### config.mk
export PLATFORM = sky130hd
export DESIGN_NAME = bwmem_bus_if
export DESIGN_NICKNAME = d
export VERILOG_FILES = /design/src/rtl/bwmem_pkg.sv /design/src/rtl/bwmem_rst_sync.sv /design/src/rtl/bwmem_sync.sv /design/src/rtl/bwmem_read_path.sv /design/src/rtl/bwmem_write_capture.sv /design/src/rtl/bwmem_bus_if.sv
export SDC_FILE = /design/constraint.sdc
export NUM_CORES = 1
export LEC_CHECK = 0
export ABC_AREA = 1
export BUFFER_PORTS_ARGS = -buffer_cell sky130_fd_sc_hd__buf_2
export CORE_MARGIN = 2
export CORE_UTILIZATION = 30
export DETAILED_ROUTE_END_ITERATION = 10
export PLACE_DENSITY_LB_ADDON = 0.08
export SETUP_SLACK_MARGIN = 0.2
export SYNTH_ARGS = -nofsm -noshare
export SYNTH_HDL_FRONTEND = slang
export SYNTH_SLANG_ARGS = --single-unit
export TNS_END_PERCENT = 20
### constraint.sdc
create_clock -name clk -period 3.5 [get_ports clk]
set_input_delay 0.35 -clock clk [delete_from_list [all_inputs] [get_ports clk]]
set_output_delay 0.35 -clock clk [all_outputs]
set_load 0.02 [all_outputs]
### src/rtl/bwmem_pkg.sv
package bwmem_pkg;

  typedef enum logic {
    BUS_BYTE = 1'b0,
    BUS_WORD = 1'b1
  } bus_width_e;

  typedef struct packed {
    logic ce_n;
    logic oe_n;
    logic we_n;
    logic word_mode;
  } bus_ctl_t;

  localparam int unsigned CTL_W = $bits(bus_ctl_t);

  localparam bus_ctl_t CTL_IDLE = '{ce_n: 1'b1, oe_n: 1'b1, we_n: 1'b1, word_mode: 1'b0};

endpackage

### src/rtl/bwmem_rst_sync.sv
module bwmem_rst_sync #(
  parameter int unsigned STAGES = 2
) (
  input  logic clk,
  input  logic rst_n,
  output logic rst_sync_n
);

  logic [STAGES-1:0] chain_q;
  logic [STAGES-1:0] chain_nxt;

  always_comb begin
    chain_nxt = {chain_q[STAGES-2:0], 1'b1};
  end

  always_ff @(posedge clk or negedge rst_n) begin
    if (!rst_n) chain_q <= '0;
    else        chain_q <= chain_nxt;
  end

  assign rst_sync_n = chain_q[STAGES-1];

endmodule

### src/rtl/bwmem_sync.sv
module bwmem_sync #(
  parameter int unsigned     W       = 8,
  parameter int unsigned     STAGES  = 2,
  parameter logic [W-1:0]    RST_VAL = '0
) (
  input  logic         clk,
  input  logic         rst_n,
  input  logic [W-1:0] d,
  output logic [W-1:0] q
);

  for (genvar i = 0; i < STAGES; i++) begin : g_stg
    logic [W-1:0] r;
    logic [W-1:0] r_nxt;
    if (i == 0) begin : g_head
      always_comb r_nxt = d;
    end else begin : g_tail
      always_comb r_nxt = g_stg[i-1].r;
    end
    always_ff @(posedge clk or negedge rst_n) begin
      if (!rst_n) r <= RST_VAL;
      else        r <= r_nxt;
    end
  end

  assign q = g_stg[STAGES-1].r;

endmodule

### src/rtl/bwmem_read_path.sv
module bwmem_read_path #(
  parameter int unsigned DW = 16
) (
  input  logic          clk,
  input  logic          rst_n,
  input  logic          rd_req,
  input  logic          word_mode,
  input  logic          byte_sel,
  input  logic [DW-1:0] mem_rd_data,
  output logic [DW-1:0] dq_out,
  output logic [DW-1:0] dq_oe
);

  localparam int unsigned HALF = DW / 2;

  logic          a_vld_q,  a_vld_nxt;
  logic          a_word_q, a_word_nxt;
  logic          a_sel_q,  a_sel_nxt;
  logic [DW-1:0] out_q,    out_nxt;
  logic [DW-1:0] oe_q,     oe_nxt;

  always_comb begin
    a_vld_nxt  = rd_req;
    a_word_nxt = word_mode;
    a_sel_nxt  = byte_sel;
  end

  always_comb begin
    out_nxt = '0;
    oe_nxt  = '0;
    if (a_vld_q) begin
      if (a_word_q) begin
        out_nxt = mem_rd_data;
        oe_nxt  = '1;
      end else begin
        out_nxt[HALF-1:0] = a_sel_q ? mem_rd_data[DW-1:HALF] : mem_rd_data[HALF-1:0];
        oe_nxt[HALF-1:0]  = '1;
      end
    end
  end

  always_ff @(posedge clk or negedge rst_n) begin
    if (!rst_n) begin
      a_vld_q  <= 1'b0;
      a_word_q <= 1'b0;
      a_sel_q  <= 1'b0;
      out_q    <= '0;
      oe_q     <= '0;
    end else begin
      a_vld_q  <= a_vld_nxt;
      a_word_q <= a_word_nxt;
      a_sel_q  <= a_sel_nxt;
      out_q    <= out_nxt;
      oe_q     <= oe_nxt;
    end
  end

  assign dq_out = out_q;
  assign dq_oe  = oe_q;

endmodule

### src/rtl/bwmem_write_capture.sv
module bwmem_write_capture #(
  parameter int unsigned AW = 8,
  parameter int unsigned CW = 8
) (
  input  logic          clk,
  input  logic          rst_n,
  input  logic          wr_act,
  input  logic [AW-1:0] addr,
  input  logic          word_mode,
  input  logic          byte_sel,
  input  logic [CW-1:0] data_lo,
  output logic          cmd_valid,
  output logic [AW:0]   cmd_addr,
  output logic [CW-1:0] cmd_data
);

  logic          wr_prev_q, wr_prev_nxt;
  logic [AW:0]   hold_addr_q, hold_addr_nxt;
  logic [CW-1:0] hold_data_q, hold_data_nxt;
  logic          hold_en;
  logic          strobe;
  logic          vld_q;
  logic [AW:0]   caddr_q;
  logic [CW-1:0] cdata_q;

  always_comb begin
    wr_prev_nxt   = wr_act;
    hold_en       = wr_act;
    hold_addr_nxt = {addr, (word_mode ? 1'b0 : byte_sel)};
    hold_data_nxt = data_lo;
    strobe        = wr_prev_q & ~wr_act;
  end

  always_ff @(posedge clk or negedge rst_n) begin
    if (!rst_n) begin
      wr_prev_q   <= 1'b0;
      hold_addr_q <= '0;
      hold_data_q <= '0;
    end else begin
      wr_prev_q <= wr_prev_nxt;
      if (hold_en) begin
        hold_addr_q <= hold_addr_nxt;
        hold_data_q <= hold_data_nxt;
      end
    end
  end

  always_ff @(posedge clk or negedge rst_n) begin
    if (!rst_n) begin
      vld_q   <= 1'b0;
      caddr_q <= '0;
      cdata_q <= '0;
    end else begin
      vld_q <= strobe;
      if (strobe) begin
        caddr_q <= hold_addr_q;
        cdata_q <= hold_data_q;
      end
    end
  end

  assign cmd_valid = vld_q;
  assign cmd_addr  = caddr_q;
  assign cmd_data  = cdata_q;

endmodule

### src/rtl/bwmem_bus_if.sv
module bwmem_bus_if
  import bwmem_pkg::*;
#(
  parameter int unsigned AW        = 8,
  parameter int unsigned DW        = 16,
  parameter int unsigned SYNC_STGS = 2
) (
  input  logic          clk,
  input  logic          rst_n,
  input  logic          bus_ce_n,
  input  logic          bus_oe_n,
  input  logic          bus_we_n,
  input  logic          bus_word_mode,
  input  logic [AW-1:0] bus_addr,
  input  logic [DW-1:0] dq_in,
  output logic [DW-1:0] dq_out,
  output logic [DW-1:0] dq_oe,
  output logic          mem_rd_en,
  output logic [AW-1:0] mem_rd_addr,
  input  logic [DW-1:0] mem_rd_data,
  output logic          cmd_valid,
  output logic [AW:0]   cmd_addr,
  output logic [7:0]    cmd_data
);

  localparam int unsigned CMD_W = 8;
  localparam int unsigned SMP_W = CTL_W + AW + DW;
  localparam logic [SMP_W-1:0] SMP_RST = {CTL_IDLE, {(AW + DW){1'b0}}};

  logic             rst_core_n;
  logic [SMP_W-1:0] smp_d, smp_q;
  bus_ctl_t         ctl_s;
  logic [AW-1:0]    addr_s;
  logic [DW-1:0]    data_s;
  logic             rd_req;
  logic             wr_act;
  logic             byte_sel;

  bwmem_rst_sync #(.STAGES(2)) u_rst (
    .clk        (clk),
    .rst_n      (rst_n),
    .rst_sync_n (rst_core_n)
  );

  assign smp_d = {bus_ce_n, bus_oe_n, bus_we_n, bus_word_mode, bus_addr, dq_in};

  bwmem_sync #(.W(SMP_W), .STAGES(SYNC_STGS), .RST_VAL(SMP_RST)) u_sync (
    .clk   (clk),
    .rst_n (rst_core_n),
    .d     (smp_d),
    .q     (smp_q)
  );

  always_comb begin
    ctl_s    = bus_ctl_t'(smp_q[SMP_W-1 -: CTL_W]);
    addr_s   = smp_q[DW +: AW];
    data_s   = smp_q[DW-1:0];
    wr_act   = ~ctl_s.ce_n & ~ctl_s.we_n;
    rd_req   = ~ctl_s.ce_n & ~ctl_s.oe_n & ctl_s.we_n;
    byte_sel = (ctl_s.word_mode == BUS_BYTE) ? data_s[DW-1] : 1'b0;
  end

  assign mem_rd_en   = rd_req;
  assign mem_rd_addr = addr_s;

  bwmem_read_path #(.DW(DW)) u_rd (
    .clk         (clk),
    .rst_n       (rst_core_n),
    .rd_req      (rd_req),
    .word_mode   (ctl_s.word_mode),
    .byte_sel    (byte_sel),
    .mem_rd_data (mem_rd_data),
    .dq_out      (dq_out),
    .dq_oe       (dq_oe)
  );

  bwmem_write_capture #(.AW(AW), .CW(CMD_W)) u_wr (
    .clk       (clk),
    .rst_n     (rst_core_n),
    .wr_act    (wr_act),
    .addr      (addr_s),
    .word_mode (ctl_s.word_mode),
    .byte_sel  (byte_sel),
    .data_lo   (data_s[CMD_W-1:0]),
    .cmd_valid (cmd_valid),
    .cmd_addr  (cmd_addr),
    .cmd_data  (cmd_data)
  );

endmodule

==> results.txt <==
----------------------------------------------------
[Status]
  Status ... finished clean

[Cells and area]
  Most frequent cells in the layout ... sky130_fd_sc_hd__buf_2 (97), sky130_fd_sc_hd__nand2_1 (94), sky130_fd_sc_hd__dfrtp_1 (94), sky130_fd_sc_hd__nor2_1 (25), sky130_fd_sc_hd__nand3_1 (25)
  Layout cells sized above 1 ... about 33%
  Layout-stage area growth over the synthesis result ... 21.8%
  Fin nets ... 422
  Count of non-filler cells in the finished layout ... about 520
  Leading cell type in the layout, fill and taps excluded ... sky130_fd_sc_hd__buf_2
  Number of fillers in the final layout ... 1164
  Count of inserted antenna diode cells ... 0

[Route]
  Average wire per standard cell ... around 12 µm
  Via count ... around 2100
  Residual DRC ... 0
  Via-per-instance ratio ... ~3.9
  First-pass DRT Iterations ... 4
  Count of antenna-violating nets left after detailed routing ... 0
  Final routed wirelength across all metal layers ... 6.23 mm
  Violation count after the first detailed-routing iteration ... around 130

[GRT]
  Met2 Resource Use GR ... 15.1%
  Overflow after GRT ... 0
  Wire length of the first global-routing pass ... around 11 mm
  Gr busiest metal ... met1
  Total routing resource utilization after global routing ... between 10 and 15%
  Global-route track usage on met1 ... 15.8%
  Via count of the first global-routing pass ... ~2100
  Maximum number of pins on one net before global-route repair ... 85
  Antenna violations before repair ... 0
  GR Util met3 ... ~3.4%

[Clocking]
  Latest clock arrival within the worst-skew pair ... roughly 340 ps
  Clk buf depth ... 2
  Clock tree from TritonCTS ... built
  Root buffer selected by CTS ... sky130_fd_sc_hd__clkbuf_16
  Clock net sink count ... ~100
  Number of H-tree levels ... 3
  Number of clock buffers inserted by TritonCTS ... 9
  Total setup buffers inserted after CTS ... 0
  CTS clock-pin slew for the worst setup and hold paths ... around 70 ps

[Pwr]
  Share of total power consumed by net switching ... 25.6%
  Clock network power share ... between 30% and 40%
  Pwr dens ... 610 mW/mm²
  Relative contribution of sequential cells to total power ... 51.7%
  Sw power ... about 0.66 mW
  Peak VDD IR ... 0.205 mV
  Leakage Power ... about 2.3 nW
  Cell Int Power ... about 1.9 mW
  Combinational cell fraction of total power ... under 10%

[Placed design]
  Placed wire-length estimate ... around 4.2 mm
  Minimum setup slack after placement ... ~2000 ps
  Number of buffers inserted by port buffering ... a little under 100
  Cell Count Post-Placement ... around 510
  Gpl congestion ... 0.702

[Setup path]
  Cell Chain, Critical Path ... inv_2 > nor3_1 > buf_2
  Critical path buffer and inverter count ... 2
  Crit path capture ... mem_rd_en
  Top cell family by delay on the critical path ... flip-flops
  Largest stage delay, worst path ... about 530 ps
  Worst path depth ... 3
  Startpoint of the most critical setup path ... u_sync.q[25]
  Kind of start point of the critical path ... flip-flop
  Worst Path Required ... about 3200 ps
  Critical Path Sink Type ... primary output
  Critical Path Fanout Max ... 2
  Slowest stage cell, crit path ... sky130_fd_sc_hd__dfstp_2
  Worst reg2reg endpoint ... u_wr.cmd_addr[7]
  Reg2Reg Launch Point ... u_rst.chain_q[1]
  Number of cells on the worst reg-to-reg path ... 1
  Crit path kind ... flip-flop to primary output
  Slack of the worst reg-to-reg path ... between 2000 and 2500 ps
  Data arrival time of the critical path ... roughly 1300 ps

[Timing]
  Final TNS setup ... 0 ps
  Share of the clock period used by the worst path after layout ... approximately 48%
  Unrepaired setup endpoints after global routing ... false
  F_max ... 598 MHz
  Number of pins exceeding their max-slew limit in the final report ... 0
  Worst-Margin Slew ... around 1000 ps
  Count of endpoints failing hold in the final timing report ... 0
  Worst slew margin relative to its limit ... 30.2%
  Final critical-path required period ... ~1700 ps
  Worst hold-check slack ... 99.2 ps
  Final setup margin ... approximately 1800 ps
  Count of final setup violators ... 0
  Final setup skew ... 10.6 ps

[Synth]
  Syn_nets ... about 340
  Total of warnings raised by yosys ... 0
  Per-instance average area after synthesis ... 11.6 µm²
  Prevailing post-synth register cell ... sky130_fd_sc_hd__dfrtp_1
  Unique cell type count in the Yosys netlist ... 16
  Count of flip-flops with a built-in enable after synthesis ... 0
  Share of the yosys chip area belonging to registers ... about 73%
  Number of synthesized register bits ... 101
  Netlist Area Pre-Place ... approximately 0.0035 mm²
  Async set-reset flop share out of synthesis ... 100%
  Number of cells produced by synthesis ... 297

[Die]
  Die Span Y ... 111 µm
  Effective utilization at floorplan ... 30.5%
  Ports ... between 100 and 150
  Chip width ... about 110 µm
  Area enclosed by the die boundary ... between 0.01 and 0.015 mm²
  Floorplan core area ... 0.0113 mm²
  Standard-cell rows ... 39

[Flow run]
  Count of maximum capacitance violations ... 0

[Hold path]
  Min-delay worst type ... primary input to flip-flop

----------------------------------------------------
cell usage after synthesis (2+ instances only):
library cell | instances | area share (%)
sky130_fd_sc_hd__nor2_1 | 25 | 2.7
sky130_fd_sc_hd__nand3_1 | 25 | 3.6
sky130_fd_sc_hd__dfrtp_1 | 95 | 69
sky130_fd_sc_hd__buf_4 | 27 | 5.9
sky130_fd_sc_hd__inv_1 | 13 | 1.4
sky130_fd_sc_hd__dfstp_2 | 6 | 4.6
sky130_fd_sc_hd__buf_6 | 2 | 0.65
sky130_fd_sc_hd__buf_2 | 2 | 0.29
sky130_fd_sc_hd__nand2_1 | 94 | 10
sky130_fd_sc_hd__inv_2 | 2 | 0.22
how the worst min path moves through the flow:
stage                  start                     to  slack [ps]  cells after the start
floorplan              rst_n       u_rst.chain_q[0]          50                      0
global placement       rst_n       u_rst.chain_q[0]         140                      1
detailed placement     rst_n       u_rst.chain_q[0]         140                      1
CTS                 bus_ce_n  u_sync.g_stg[0].r[27]          90                      1
global route        bus_ce_n  u_sync.g_stg[0].r[27]          90                      1
finish              bus_oe_n  u_sync.g_stg[0].r[26]         100                      1
registers in the layout, indices dropped and copies added (netlist names):
name              flops
u_rd.a_sel_q          1
u_rd.a_vld_q          1
u_rd.a_word_q         1
u_rd.dq_oe            2
u_rd.dq_out          16
u_rst.chain_q         2
u_sync.g_stg.r       21
u_sync.q             21
u_wr.cmd_addr         9
u_wr.cmd_data         8
u_wr.cmd_valid        1
u_wr.hold_addr_q      9
u_wr.hold_data_q      8
u_wr.wr_prev_q        1
per-stage QoR:
step | power [mW] | util, % | instance area [µm²]
2_1_floorplan | 1.50 | - | 3460
3_3_place_gp | 1.59 | 34.4 | 3900
3_5_place_dp | 1.60 | 34.4 | 3900
4_1_cts | 2.62 | 37.2 | 4210
5_1_grt | 2.70 | 37.2 | 4210
6_report | 2.57 | 37.2 | 4210
power by group through the flow:
| stage | logic (mW) | registers, mW | clock network (mW) |
|---|---|---|---|
| after floorplan | 0.114 | 1.39 | 0 |
| after global placement | 0.240 | 1.35 | 0 |
| after detailed placement | 0.241 | 1.35 | 0 |
| after CTS | 0.243 | 1.33 | 1.04 |
| after global routing | 0.266 | 1.34 | 1.09 |
| final | 0.237 | 1.33 | 1.00 |
logic make-up after synthesis:
group,share of synthesized area (%)
and+or+nand+nor,17.9
buffers and inverters,8.62
DFF,73.4
other,0.109
timing repair:
| item | in CTS | in global routing |
|---|---|---|
| hold endpoints to repair | 2 | 0 |
| hold buffers | 1 | 0 |
| resized for setup | 0 | 0 |
metal layers:
layer	wire length, µm	vias up
li1	-	1044
met1	3110	931
met2	2580	81
met3	452	7
met4	89	0
met5	0	-
layout make-up:
| type | instances | area (µm²) | area share (%) |
|---|---|---|---|
| Clock buffer | 9 | 225 | 5.35 |
| Clock inverter | 7 | 78.8 | 1.87 |
| Inverter | 16 | 62.6 | 1.49 |
| Multi-Input combinational cell | 149 | 623 | 14.8 |
| Sequential cell | 101 | 2540 | 60.3 |
| Tap cell | 143 | 179 | 4.25 |
| Timing Repair Buffer | 99 | 503 | 11.9 |
Power figures use the tool's default switching activity.
